`src/rtl/agu_ptrmask.sv`:
```
module agu_ptrmask #(
  parameter int XLEN  = 64,
  parameter int IMM_W = 12,
  parameter int IDX_W = 5,
  parameter int LOW_W = 32
) (
  input  logic             clk,
  input  logic             rst_n,
  input  logic             cfg_wr,
  input  logic             cfg_mask_en,
  input  logic             cfg_base_en,
  input  logic [XLEN-1:0]  cfg_mask,
  input  logic [XLEN-1:0]  cfg_base,
  input  logic             in_valid,
  input  logic [IDX_W-1:0] rs_idx,
  input  logic [XLEN-1:0]  rs_val,
  input  logic [IMM_W-1:0] imm,
  input  logic             mode_w32,
  output logic             out_valid,
  output logic [XLEN-1:0]  out_addr
);
  localparam int EXT_W = XLEN - IMM_W;
  localparam int HI_W  = XLEN - LOW_W;

  logic            mask_en_q, base_en_q;
  logic [XLEN-1:0] mask_q, base_q;

  always_ff @(posedge clk) begin
    if (!rst_n) begin
      mask_en_q <= 1'b0;
      base_en_q <= 1'b0;
      mask_q    <= '0;
      base_q    <= '0;
    end else if (cfg_wr) begin
      mask_en_q <= cfg_mask_en;
      base_en_q <= cfg_base_en;
      mask_q    <= cfg_mask;
      base_q    <= cfg_base;
    end
  end

  logic [XLEN-1:0] opnd, imm_x, sum, canon, eff;

  assign opnd  = (rs_idx == '0) ? '0 : rs_val;
  assign imm_x = {{EXT_W{imm[IMM_W-1]}}, imm};
  assign sum   = opnd + imm_x;

  always_comb begin
    if (mask_en_q)
      canon = sum & mask_q;
    else if (mode_w32)
      canon = {{HI_W{1'b0}}, sum[LOW_W-1:0]};
    else
      canon = sum;
  end

  assign eff = base_en_q ? (canon | base_q) : canon;

  always_ff @(posedge clk) begin
    if (!rst_n) begin
      out_valid <= 1'b0;
      out_addr  <= '0;
    end else begin
      out_valid <= in_valid;
      if (in_valid) out_addr <= eff;
    end
  end
endmodule

```
`config.mk`:
```
export PLATFORM = sky130hd
export DESIGN_NAME = agu_ptrmask
export DESIGN_NICKNAME = d
export VERILOG_FILES = /design/src/rtl/agu_ptrmask.sv
export SDC_FILE = /design/constraint.sdc
export NUM_CORES = 1
export LEC_CHECK = 0
export ABC_CLOCK_PERIOD_IN_PS = 5400
export BUFFER_PORTS_ARGS = -buffer_cell sky130_fd_sc_hd__buf_2
export CAP_MARGIN = 20
export CORE_ASPECT_RATIO = 1.4
export CORE_MARGIN = 3
export CORE_UTILIZATION = 55
export CTS_CLUSTER_SIZE = 40
export DETAILED_ROUTE_END_ITERATION = 6
export PLACE_DENSITY = 0.81
export SLEW_MARGIN = 5
export SYNTH_ARGS = -nofsm -noshare
export SYNTH_HDL_FRONTEND = slang
export SYNTH_SLANG_ARGS = --single-unit
```
`constraint.sdc`:
```
create_clock -name clk -period 5.4 [get_ports clk]
set_input_delay 0.54 -clock clk [delete_from_list [all_inputs] [get_ports clk]]
set_output_delay 0.54 -clock clk [all_outputs]
set_load 0.02 [all_outputs]
```
## Word-level counts from Yosys, hierarchy flattened

Cells that the tools add are included.

- $add $sub $neg: 1
- Muxes and demuxes: 4
- Bitwise operators: 2
- Reductions and logical operators: 1

Operators by type and width:

| cell | count |
|---|---|
| two-way mux 64 bit | 4 |
| adder 64 bit | 1 |
| bitwise AND 64 bit | 1 |
| bitwise OR 64 bit | 1 |
| zero test 5 bit | 1 |

- Flip-flop bits (word level): 195
- Input bits: 216
- Output and inout port bits: 65
- Word-level logic and storage cells: 14

## Logic depth before layout (Yosys ltp)

- Depth in word-level cells: 7
- Depth in mapped cells: 15

## Worst setup path before layout

OpenSTA, ideal clock, no wires.

- Kind: input-to-reg
- Start: input rs_idx[2]
- End: register out_addr[47]
- Library setup time: 0.117 ns
- Arrival time: 3.888 ns
- Required time: 5.283 ns
- Path slack: 1.395 ns
- Stages on the path: 14
- Buffers on the path: 2
- Path through: or4_1 -> nor2_1 -> clkbuf_1 -> nor2b_1 -> ha_1 -> buf_2 -> nand4_1 -> or3_4 -> nor4b_4 -> nand4_2 -> a31oi_4 -> o2111ai_1 -> a21o_1 -> a32o_1

- Cells in the longest elaborated chain, start to end: 7

RTL lines:

| element | line | source |
|---|---|---|
| from (decl) | 15 | `input logic [IDX_W-1:0] rs_idx,` |
| zero test 5 bit * | 44 | `assign opnd = (rs_idx == '0) ? '0 : rs_val;` |
| two-way mux 64 bit * | 44 |  |
| adder 64 bit * | 46 | `assign sum = opnd + imm_x;` |
| two-way mux 64 bit or bitwise AND 64 bit (tied branches) | 51, 50 |  |
| two-way mux 64 bit * | 49 | `if (mask_en_q)` |
| bitwise OR 64 bit | 57 | `assign eff = base_en_q ? (canon \| base_q) : canon;` |
| two-way mux 64 bit * | 57 |  |
| to (signal assigned) | 62 | `out_addr <= '0;` |
| to (signal assigned) | 65 | `if (in_valid) out_addr <= eff;` |
| to (decl) | 20 | `output logic [XLEN-1:0] out_addr` |

Mark *: on every way between the ends. The rest lies on a longest branch, timed or not.
A chain may end at the register's enable or synchronous reset.

## Worst setup path after layout

- Start: input rs_idx[2]
- End: register out_addr[62]

The elaborated chain is that of the path after synthesis.

==> results by group <==
Outcome
  • Status: complete, no violations

Clocking
  • Number of resized instances in the post-cts repair step: 0
  • Maximum buffer depth of the clock tree: 2
  • Total number of H-tree levels: 4
  • Clock network latency to the later pin of the worst-skew pair: 0.45 ns
  • Root Driver: clkbuf_16
  • Clock buffer count from CTS: 17
  • Number of sinks on the clock net: 195
  • Hold-fix buffer count after cts: 0
  • CTS tree: done
  • Clock slew at reported path FFs: ~0.080 ns
  • Number of buffers inserted to repair setup after CTS: 0

Setup path
  • FF-to-FF Start: mask_en_q
  • Worst endpoint data arrival time: approximately 4.6 ns
  • Cell Chain, Critical Path: buf_2 > or4_1 > nor2_4 > buf_4 > nor2b_1 > ha_1 > nand4_1 > nor3_1 > nand4_1 > a211o_2 > o221ai_1 > a21oi_1 > o31ai_2 > xnor2_1 > o22ai_1
  • R2r endpoint: out_addr[63]
  • Kind of cell adding the most delay to the critical path: simple AND/OR/NAND/NOR gates
  • Endpoint class of the critical path: register
  • Highest cell delay on the worst timing path: roughly 0.60 ns
  • Worst reg-to-reg path cell count: 9
  • Critical Path Most Common Cell: nand4_1
  • Critical path startpoint category: primary input
  • Worst EP required: between 5 and 6 ns
  • Worst-path fanout max: 28
  • Total buffers and inverters traversed by the critical path: 2
  • Worst R2R Setup Slack: between 2 and 3 ns
  • Class of the most critical setup path: primary input to register
  • Cell at the slowest stage of the critical path: or4_1

Synthesis
  • Synth unique cells: 95
  • Share of synthesized flip-flops with an asynchronous set or reset: 0
  • Top-count cell post-synth: dfxtp_1
  • Most frequently used flop master after synthesis: dfxtp_1
  • Synthesis-stage register bit count: 195
  • Post-Syn Instances: 1,483
  • Synth top cells by count: dfxtp_1, nor2_1, mux2i_1, o21ai_0, a21oi_1
  • Count of flip-flops with a built-in enable after synthesis: 0
  • Biggest area consumer among synthesized cells: dfxtp_1
  • Portion of the post-synthesis area used by sequential elements: 0.318
  • Cells taking the most area after synthesis: dfxtp_1, mux2i_1, ha_1
  • Total number of yosys warnings: 0
  • Post-synthesis cell area: 12,300 um^2
  • Total nets after synthesis: 1,763
  • Mean instance size in the synthesized netlist: 8.27 um^2
  • Fraction of post-synthesis cell area in the top cell type by area: 0.318

Finish
  • Number of diodes: 0
  • # fillers: 1,897
  • Number of standard cells in the layout, taps in and fillers out: approximately 2,000
  • Register cell area after layout: 3910 um^2
  • Share of layout cells above drive strength 1: 0.212
  • Layout overhead on the synthesized area: 16.3%
  • Number of nets in the finished design: slightly below 2,000
  • Area of the multi-input gates: 7710 um^2

Power
  • Final total power: 4.03 mW
  • Ratio of total power to cell area: 283 nW/um^2
  • Peak supply drop: 0.000238 V
  • Leak Pwr: 6.53 nW

Global routing
  • Maximum number of pins on one net before global-route repair: 84
  • Antenna violations before repair: 2
  • Number of global-route vias before repair: 12,000
  • GRT Overall Usage: 0.314
  • First-pass GRT wire length: 61,500 um
  • Grt ovf: 0

STA
  • Total negative slack for setup checks: 0 ns
  • Max Fclk: 0.233 GHz
  • Layout Skew: 0.0116 ns
  • Time the worst path needs with I/O delays and setup: 4.30 ns
  • Final count of pins violating max slew: 0
  • Hold Slack: ~0.32 ns
  • Final setup fails: 0
  • Number of hold-slack violations in the final timing report: 0
  • Max-slew headroom at the worst pin: 0.357
  • Final cycle utilization of the critical path: 0.796
  • Setup repair after global routing missed its margin: no
  • Worst-margin pin slew: just under 1 ns

Placement
  • Port buffer count: 280
  • HPWL reported at the end of detailed placement: 28,700 um
  • # placed instances: 1,975
  • Placer congestion estimate: 0.959

Die
  • Die ar.: between 20,000 and 25,000 um^2
  • Chip width: 132 um
  • Die outline height: 183 um
  • Core Footprint: around 22,000 um^2
  • Cell row count: 64
  • Number of top-level design ports: roughly 280
  • Starting utilization of the core area: 0.561

Detailed routing
  • Number of nets with antenna violations after detailed routing: 0
  • Via count: about 12,000
  • Final routed wire length divided by cell count: 19.4 um
  • Total DRC errors in the routed layout: 0
  • Via density per instance: 5.98
  • Number of DRC markers after the initial detailed-route iteration: 982
  • Length of the first detailed-routing pass in iterations: 6
  • Total Wirelength: 38,900 um

Hold path
  • Worst min-delay path category: primary input to register
  • Beginning of the worst hold path: cfg_base[31]
  • Endpoint, Worst Hold: base_q[31]
  • Hold Path Cell Cnt: 3

Job
  • Max-capacitance violation count: 0
-- where the power goes --
group | internal [mW] | leakage, nW | switching, mW
registers | 1.54 | 1.61 | 0.0647
logic | 0.440 | 4.63 | 0.668
clock network | 0.698 | 0.288 | 0.621
total | 2.68 | 6.53 | 1.35
-- cells by family after synthesis --
| kind of cell | count (synthesis) | synth area share |
|---|---|---|
| AOI/OAI and AO/OA | 438 | 0.235 |
| DFF | 195 | 0.318 |
| muxes | 136 | 0.111 |
| xor gates and xnor gates | 44 | 0.0314 |
| and+or+nand+nor | 464 | 0.184 |
| adders and majority gates | 64 | 0.0659 |
| buffers and inverters | 142 | 0.0536 |
-- metal layers --
layer / track usage / routed length, um / up-vias
met5: 0 / 29 / -
li1: - / - / 5768
met1: 0.359 / 15000 / 5641
met2: 0.573 / 20000 / 467
met3: 0.0571 / 2280 / 114
met4: 0.132 / 1550 / 4
-- registers in the layout (all words and copies together), names as in the netlist --
register and count:
base_q 64, out_valid 1, base_en_q 1, mask_q 64, out_addr 64, mask_en_q 1
-- metrics by stage --
| step | cell area [um^2] | util | setup slack, ns |
|---|---|---|---|
| floorplan | 12300 | - | 1.39 |
| global placement | 13700 | 0.625 | 0.767 |
| detailed placement | 13700 | 0.625 | 0.678 |
| CTS | 14300 | 0.652 | 1.14 |
| global route | 14300 | 0.652 | 0.744 |
| finish | 14300 | 0.652 | 1.10 |
-- cells in the final DEF, fill, tap and decap left out, types with 24 or more instances in the layout --
| master | count |
|---|---|
| buf_2 | 278 |
| nand3_1 | 24 |
| xnor2_1 | 29 |
| dfxtp_1 | 194 |
| ha_1 | 63 |
| a21o_1 | 33 |
| nor2_1 | 179 |
| nand2_1 | 89 |
| inv_1 | 42 |
| a21oi_1 | 103 |
| a31oi_1 | 43 |
| mux2i_1 | 134 |
| nor2b_1 | 78 |
| o21ai_0 | 105 |
| nand4_1 | 26 |
-- worst reg2reg max path, delay by kind of cell, from the launching register on --
| family | cells | cell delay, ns |
|---|---|---|
| AND/OR/NAND/NOR | 4 | 1.25 |
| flip-flops | 1 | 0.73 |
| AO/OA/AOI/OAI | 3 | 0.38 |
| buffers and inverters | 2 | 0.33 |
-- layout make-up --
class / count / area share
Tap cell: 297 / 0.0261
Inverter: 44 / 0.0118
Sequential cell: 195 / 0.274
Timing Repair Buffer: 293 / 0.106
Multi-Input combinational cell: 1146 / 0.541
Clock inverter: 14 / 0.0118
Clock buffer: 18 / 0.0301
-- how the worst max path moves through the flow --
stage | from | endpoint | slack (ns) | cells after the start
after floorplan | rs_idx[2] | out_addr[47] | 1.39 | 14
after global placement | rs_idx[2] | out_addr[63] | 0.77 | 14
after detailed placement | rs_idx[2] | out_addr[63] | 0.68 | 14
after CTS | rs_idx[2] | out_addr[62] | 1.14 | 15
after global routing | rs_idx[2] | out_addr[42] | 0.74 | 15
final | rs_idx[2] | out_addr[62] | 1.10 | 15
Power figures use the tool's default switching activity.
